**src/rtl/iomode_cfg_pkg.sv**
```systemverilog
package iomode_cfg_pkg;

    typedef enum logic [1:0] {
        SZ_BYTE  = 2'b00,
        SZ_WORD  = 2'b01,
        SZ_DWORD = 2'b10,
        SZ_RSVD  = 2'b11
    } acc_size_e;

    typedef enum logic {
        MODE_WORD  = 1'b0,
        MODE_DWORD = 1'b1
    } width_state_e;

    // guarded fields, packed in read-data order from bit 5 down to bit 1
    typedef struct packed {
        logic [1:0] sel;
        logic       bwr;
        logic       brd;
        logic       xreq;
    } guard_bits_t;

    localparam int GUARD_W  = $bits(guard_bits_t);
    localparam int GUARD_LO = 1;
    localparam int REG_W    = GUARD_LO + GUARD_W;

endpackage

```
**src/rtl/iomode_access_dec.sv**
```systemverilog
module iomode_access_dec
    import iomode_cfg_pkg::*;
#(
    parameter int              ADDR_W  = 5,
    parameter logic [ADDR_W-1:0] DP_OFS  = 5'h10,
    parameter logic [ADDR_W-1:0] CFG_OFS = 5'h14
) (
    input  logic [ADDR_W-1:0] io_ofs,
    input  logic              io_wr,
    input  logic [1:0]        io_size,
    input  logic              stop_st,
    input  logic              spnd_st,
    output logic              auto_hit,
    output logic              cfg_wr_ok
);
    acc_size_e size_e;

    always_comb begin
        size_e    = acc_size_e'(io_size);
        auto_hit  = io_wr && (io_ofs == DP_OFS) && (size_e == SZ_DWORD);
        cfg_wr_ok = io_wr && (io_ofs == CFG_OFS) && (stop_st || spnd_st);
    end

endmodule

```
**src/rtl/iomode_width_fsm.sv**
```systemverilog
module iomode_width_fsm
    import iomode_cfg_pkg::*;
(
    input  logic clk,
    input  logic hard_rst,
    input  logic auto_hit,
    input  logic eep_ld,
    input  logic eep_dword,
    output logic dword_mode
);
    width_state_e state_q, state_d;

    // state register (T_HARD has top priority)
    always_ff @(posedge clk) begin
        if (hard_rst) state_q <= MODE_WORD;
        else          state_q <= state_d;
    end

    // next state
    always_comb begin
        state_d = state_q;
        unique case (state_q)
            MODE_WORD: begin
                if (auto_hit)                 state_d = MODE_DWORD; // T_AUTO
                else if (eep_ld && eep_dword) state_d = MODE_DWORD; // T_EEP_SET
            end
            MODE_DWORD: begin
                if (!auto_hit && eep_ld && !eep_dword)
                    state_d = MODE_WORD;                            // T_EEP_CLR
            end
            default: state_d = MODE_WORD;
        endcase
    end

    // outputs
    always_comb begin
        dword_mode = (state_q == MODE_DWORD);
    end


    width_hard_clear_chk: assert property (@(posedge clk)
        hard_rst |=> (state_q == MODE_WORD));

    width_auto_set_chk: assert property (@(posedge clk) disable iff (hard_rst)
        auto_hit |=> (state_q == MODE_DWORD));

    width_sticky_chk: assert property (@(posedge clk) disable iff (hard_rst)
        (state_q == MODE_DWORD && !eep_ld) |=> (state_q == MODE_DWORD));

    width_eep_clr_chk: assert property (@(posedge clk) disable iff (hard_rst)
        (eep_ld && !eep_dword && !auto_hit) |=> (state_q == MODE_WORD));

endmodule

```
**src/rtl/iomode_guard_regs.sv**
```systemverilog
module iomode_guard_regs
    import iomode_cfg_pkg::*;
(
    input  logic        clk,
    input  logic        hard_rst,
    input  logic        wr_en,
    input  guard_bits_t wdata,
    output guard_bits_t q
);
    always_ff @(posedge clk) begin
        if (hard_rst)   q <= '0;
        else if (wr_en) q <= wdata;
    end


    guard_hard_clear_chk: assert property (@(posedge clk)
        hard_rst |=> (q == '0));

    guard_locked_chk: assert property (@(posedge clk) disable iff (hard_rst)
        !wr_en |=> $stable(q));

endmodule

```
**src/rtl/iomode_cfg_reg.sv**
```systemverilog
module iomode_cfg_reg
    import iomode_cfg_pkg::*;
#(
    parameter int              ADDR_W  = 5,
    parameter int              DATA_W  = 32,
    parameter logic [ADDR_W-1:0] DP_OFS  = 5'h10,
    parameter logic [ADDR_W-1:0] CFG_OFS = 5'h14
) (
    input  logic              clk,
    input  logic              hard_rst,
    input  logic              soft_rst,
    input  logic [ADDR_W-1:0] io_ofs,
    input  logic              io_wr,
    input  logic [1:0]        io_size,
    input  logic [DATA_W-1:0] io_wdata,
    input  logic              stop_st,
    input  logic              spnd_st,
    input  logic              eep_ld,
    input  logic              eep_dword,
    output logic [DATA_W-1:0] rd_data,
    output logic              dword_mode,
    output logic              ext_req_en,
    output logic              burst_rd_en,
    output logic              burst_wr_en,
    output logic [1:0]        sel_mode,
    output logic              rom_sel,
    output logic              snoop_en
);
    logic        auto_hit, cfg_wr_ok;
    guard_bits_t guard_q;
    guard_bits_t guard_wd;

    // soft reset, bit 0 and the upper data bits are deliberately not consumed
    logic unused_ok;
    assign unused_ok = ^{io_wdata[DATA_W-1:REG_W], io_wdata[0], soft_rst};

    iomode_access_dec #(
        .ADDR_W (ADDR_W),
        .DP_OFS (DP_OFS),
        .CFG_OFS(CFG_OFS)
    ) u_dec (
        .io_ofs   (io_ofs),
        .io_wr    (io_wr),
        .io_size  (io_size),
        .stop_st  (stop_st),
        .spnd_st  (spnd_st),
        .auto_hit (auto_hit),
        .cfg_wr_ok(cfg_wr_ok)
    );

    iomode_width_fsm u_fsm (
        .clk       (clk),
        .hard_rst  (hard_rst),
        .auto_hit  (auto_hit),
        .eep_ld    (eep_ld),
        .eep_dword (eep_dword),
        .dword_mode(dword_mode)
    );

    assign guard_wd = guard_bits_t'(io_wdata[REG_W-1:GUARD_LO]);

    iomode_guard_regs u_guard (
        .clk     (clk),
        .hard_rst(hard_rst),
        .wr_en   (cfg_wr_ok),
        .wdata   (guard_wd),
        .q       (guard_q)
    );

    always_comb begin
        rd_data                      = '0;
        rd_data[0]                   = dword_mode;
        rd_data[REG_W-1:GUARD_LO]    = guard_q;
        ext_req_en                   = guard_q.xreq;
        burst_rd_en                  = guard_q.brd;
        burst_wr_en                  = guard_q.bwr;
        sel_mode                     = guard_q.sel;
        rom_sel                      = (guard_q.sel == 2'b00);
        snoop_en                     = (guard_q.sel == 2'b01);
    end


    sel_decode_chk: assert property (@(posedge clk)
        $onehot0({rom_sel, snoop_en}));

    soft_rst_quiet_chk: assert property (@(posedge clk) disable iff (hard_rst)
        (soft_rst && !io_wr && !eep_ld) |=> ($stable(rd_data)));

endmodule

```
**config.mk**
```make
export PLATFORM = sky130hd
export DESIGN_NAME = iomode_cfg_reg
export DESIGN_NICKNAME = d
export VERILOG_FILES = /design/src/rtl/iomode_cfg_pkg.sv /design/src/rtl/iomode_access_dec.sv /design/src/rtl/iomode_width_fsm.sv /design/src/rtl/iomode_guard_regs.sv /design/src/rtl/iomode_cfg_reg.sv
export SDC_FILE = /design/constraint.sdc
export NUM_CORES = 1
export LEC_CHECK = 0
export ABC_AREA = 1
export CAP_MARGIN = 20
export CORE_UTILIZATION = 35
export DETAILED_ROUTE_END_ITERATION = 10
export DONT_BUFFER_PORTS = 1
export GPL_ROUTABILITY_DRIVEN = 0
export SETUP_SLACK_MARGIN = 0.3
export SLEW_MARGIN = 10
export SYNTH_ARGS = -nofsm -noshare
export SYNTH_HDL_FRONTEND = slang
export SYNTH_SLANG_ARGS = --single-unit
```
**constraint.sdc**
```tcl
create_clock -name clk -period 0.85 [get_ports clk]
set_input_delay 0.0425 -clock clk [delete_from_list [all_inputs] [get_ports clk]]
set_output_delay 0.0425 -clock clk [all_outputs]
set_load 0.1 [all_outputs]
```
======== After elaboration in Yosys (flattened, before gate mapping) ========
Cells that the tools add are included.
operators by class
  equality and inequality tests ........... 4
  muxes and demuxes ....................... 4
  bitwise operators ....................... 1
  reduce and logical (&&, ||, !) cells .... 11
operators with widths
  kind                                                 number
  equality test 5 bit, second input constant           2
  logical AND 1 bit                                    7
  two-way mux 1 bit                                    3
  equality test 2 x 1 -> 1 bit, second input constant  1
  equality test 2 bit, second input constant           1
  logical NOT 1 bit                                    2
  logical NOT 2 bit                                    1
  one-hot mux 1 bit (2 select lines)                   1
  logical OR 1 bit                                     1
  inverter 1 bit                                       1
storage, ports and cells
  register bits ........................... 6

======== Logic depth before layout (Yosys ltp) ========
  depth after elaboration ................. 8
  mapped depth ............................ 7
  mapped depth without buffers ............ 6

======== Modules after synthesis ========
From an unflattened synthesis, not the netlist that was laid out.
second synthesis, totals
  cell total of the unflattened synthesis .. 93
  area, all modules ....................... 581.8 um^2
by module, submodules not included
  module             times used  cells an instance  area each (um^2)
  iomode_cfg_reg     1           36                 257.7
  iomode_guard_regs  1           32                 209.0
  iomode_access_dec  1           17                 68.8
  iomode_width_fsm   1           8                  46.3

======== Least setup slack after synthesis ========
OpenSTA, ideal clock, no wires.
  path type ............................... flip-flop to output port
  start point ............................. reg u_guard.q[3] (netlist bit)
  end point ............................... out snoop_en
  arrival time ............................ 2.348 ns
  setup slack ............................. -1.541 ns
  stages on the path, launching flop included .. 3
  cells stage by stage .................... dfxtp_1 > inv_1 > nor2_1
between the ends
  cells in the longest elaborated chain, start to end .. 1
ends and longest elaborated chain
  element                       line                     RTL
  start, declared               iomode_guard_regs.sv:8   output guard_bits_t q
  start signal, assigned        iomode_guard_regs.sv:12  else if (wr_en) q <= wdata;
  equality test 2 x 1 -> 1 bit  iomode_cfg_reg.sv:79     snoop_en = (guard_q.sel == 2'b01);
  end, declared                 iomode_cfg_reg.sv:27     output logic snoop_en
No other way between the ends.

======== Worst setup path in the final report ========
Ends and elaborated chain as after synthesis.

==> key figures <==
STA
  • Setup repair after global routing missed its margin: true
  • Post-route setup slack: -134 ps
  • Worst Skew: 0 ps
  • Crit share post-route: 116%
  • Min cycle time layout: 984 ps
  • Summed negative setup slack over all endpoints: -783 ps
  • Worst Hold Slack: -29.6 ps
  • Final hold violation count: 1
  • Final Slew Violations: 0
  • Highest Clock Rate: between 1 and 1.5 GHz
  • Setup-violating endpoint count in the final report: 12

Drt
  • Detailed-route wire length per cell: 8.29 um
  • Via density per instance: 3.93
  • Remaining DRCs: 3
  • Drt pass-1 iters: 6
  • Final wirelength: 945 um
  • Via total after detailed routing: 448
  • Drt first-iter violations: 9
  • Number of antenna-violating nets in the routed design: 0

Global route
  • Vias in the first global route: between 300 and 400
  • Number of antenna violations at the first check in global routing: 0
  • GR Util met1: 8.70%
  • Global-route wire length before repair: approximately 1400 um
  • Met3 Track Usage GR: 1.67%
  • Pin count of the biggest net entering global routing: 12
  • GR peak layer: met2
  • Global route total overflow: 0
  • Global-route usage over all layers: ~10%
  • Routing usage on met2: around 20%

Pwr
  • Switching share of power: 59.6%
  • Switch Pwr: 0.752 mW
  • Worst supply voltage drop on vdd: between 0.9 and 1 mV
  • Combinational fraction of design power: 57.4%
  • Total power draw: 1.26 mW
  • Cell Pwr Density: between 1500 and 2000 nW/um^2
  • Lkg Pwr: 0.416 nW
  • Sequential cell fraction of total power: 22.5%
  • Int Power: 0.511 mW
  • Clock power share: 20.1%

Logic synthesis
  • Seq/Total Area, Yosys: 19.8%
  • Post-synthesis cell type count: 15
  • Fraction of post-synthesis cell area in the top cell type by area: 39.7%
  • Synthesized area per cell: roughly 6.9 um^2
  • Number of instances in the synthesized netlist: 88
  • Top cells by area, synth: buf_4 40%, dfxtp_1 20%, inv_1 8.1%, nand2_1 6.2%, nor2_1 5.0%
  • Yosys top cell by area: buf_4
  • Flip-flop and latch count after synthesis: 6
  • Synthesized area: a little over 600 um^2
  • Yosys warning total: 0

Cells and area
  • Utilization after layout: 52.6%
  • Fraction of layout instances using a drive strength above 1: 37.8%
  • NumNets Final: 147
  • Fillers: 138
  • Syn-to-layout area delta: 35.3%
  • Antenna cell count: 0

Clock network
  • Clock tree buffer depth: 2
  • Insertion delay to the later sink of the worst-skew pair: 240 ps
  • Clock tree from TritonCTS: yes
  • Number of clock sinks seen by CTS: 6
  • H-tree Lvls: 1
  • Hold buffer count at CTS: 1
  • Root cell of the clock tree: clkbuf_4
  • Clock buffer count from CTS: 3
  • Clock transition at the registers of the reported paths: ~40 ps

Floorplanning
  • Placeable Area: 1560 um^2
  • Std-Cell Rows: 14
  • Vertical extent of the die: 43.6 um
  • Die Width: around 44 um
  • Total die area: approximately 1900 um^2
  • Io pins: a little under 90
  • Effective utilization at floorplan: 38.8%

Setup path
  • Data required time at the worst endpoint: ~810 ps
  • CP max-delay cell: dfxtp_4
  • Element type at the critical path start: flip-flop
  • Worst endpoint data arrival time: 940 ps
  • Element type at the critical path end: output port
  • Critical Path Fanout Max: 4
  • Stage delay of the slowest cell on the critical path: 380 ps
  • Class of the most critical setup path: reg2out
  • Ordered list of cells on the worst path: inv_2 > nor2_4 > buf_12

Outcome
  • Run status: finished, violations left
  • Failing checks: design-rule violations, negative hold slack, negative setup slack

Placement
  • DP Wirelength: approximately 720 um
  • Buffers added on ports: 0
  • Dpl ws: roughly 95 ps

Flow run
  • Number of max-cap violations: 0

Min path
  • Hold crit path type: in2reg
==> timing repair <==
action | in CTS | in global routing
setup buffers | 4 | 0
endpoints found under the hold margin | 1 | 1
gates resized for setup | 7 | 1
setup endpoints to repair | 20 | 20
pin swaps | 3 | 2
==> synthesized netlist by cell type (all sizes together) <==
library cell,count
conb,1
a21oi,6
nand3,5
buf,33
dfxtp,6
nor2,11
o21ai,1
nand2,12
inv,13
==> path summary, 6_finish.rpt <==
| path | endpoint | startpoint | cells past startpoint | slack (ps) |
|---|---|---|---|---|
| min reg2reg | u_guard.q[3] | u_guard.q[3] | 2 | 550 |
| max reg2reg | u_fsm.dword_mode | u_fsm.dword_mode | 3 | 100 |
| min | u_fsm.dword_mode | eep_ld | 2 | -30 |
| max | snoop_en | u_guard.q[3] | 3 | -130 |
==> layout make-up <==
class | instances | area (um^2) | area share, %
Clock buffer | 3 | 22.5 | 2.75
Inverter | 13 | 48.8 | 5.95
Multi-Input combinational cell | 61 | 320 | 39.1
Sequential cell | 6 | 143 | 17.4
Tap cell | 16 | 20.0 | 2.44
Timing Repair Buffer | 15 | 265 | 32.4
==> routing by layer <==
layer,share of wire (%),wire (um),up-vias
met5,0,0,-
met4,1.3,12,0
met3,7.0,66,2
met2,56,531,32
met1,35,335,187
li1,-,-,227
==> cell usage in the layout (no fill, tap or decap) <==
cell type and n:
buf_4 1, o21ai_4 1, clkbuf_4 3, a21oi_2 5
nor2_2 1, nor2_8 1, nand2_1 10, buf_6 4
dlygate4sd3_1 1, buf_12 6, a21oi_1 1, inv_2 1
inv_1 12, conb_1 26, nand3_1 5, nand2_2 2
buf_16 3, nor2_1 6, dfxtp_4 6, nor2_4 3
==> sequential cells by signal, summed over array words and instances (netlist names) <==
signal and count:
u_guard.q 5, u_fsm.dword_mode 1
==> cells by family (layout without fill, tap and decap cells) <==
logic type	count (synthesis)	after routing	share of synthesized area [%]
AND/OR/NAND/NOR	28	28	23.6
other	1	26	0.619
flip-flops	6	6	19.8
buffers and inverters	46	31	49.6
AO/OA/AOI/OAI	7	7	6.40
==> power groups by stage <==
stage,registers [mW],logic (mW),clock network [mW]
global placement,0.287,0.695,0
floorplan,0.330,0.729,0
CTS,0.284,0.718,0.267
detailed placement,0.288,0.697,0
finish,0.284,0.725,0.254
global route,0.284,0.743,0.285
==> metrics by stage <==
step	instance area [um^2]	instances
finish	820	114
global route	820	114
CTS	812	114
detailed placement	712	106
global placement	712	106
floorplan	818	113
==> critical path, delay by kind of cell, from the launching register on <==
| kind | cells | cell delay [ps] |
|---|---|---|
| buf+inv | 2 | 230 |
| flops | 1 | 380 |
| simple gates | 1 | 90 |
(Power assumes the default switching activity.)
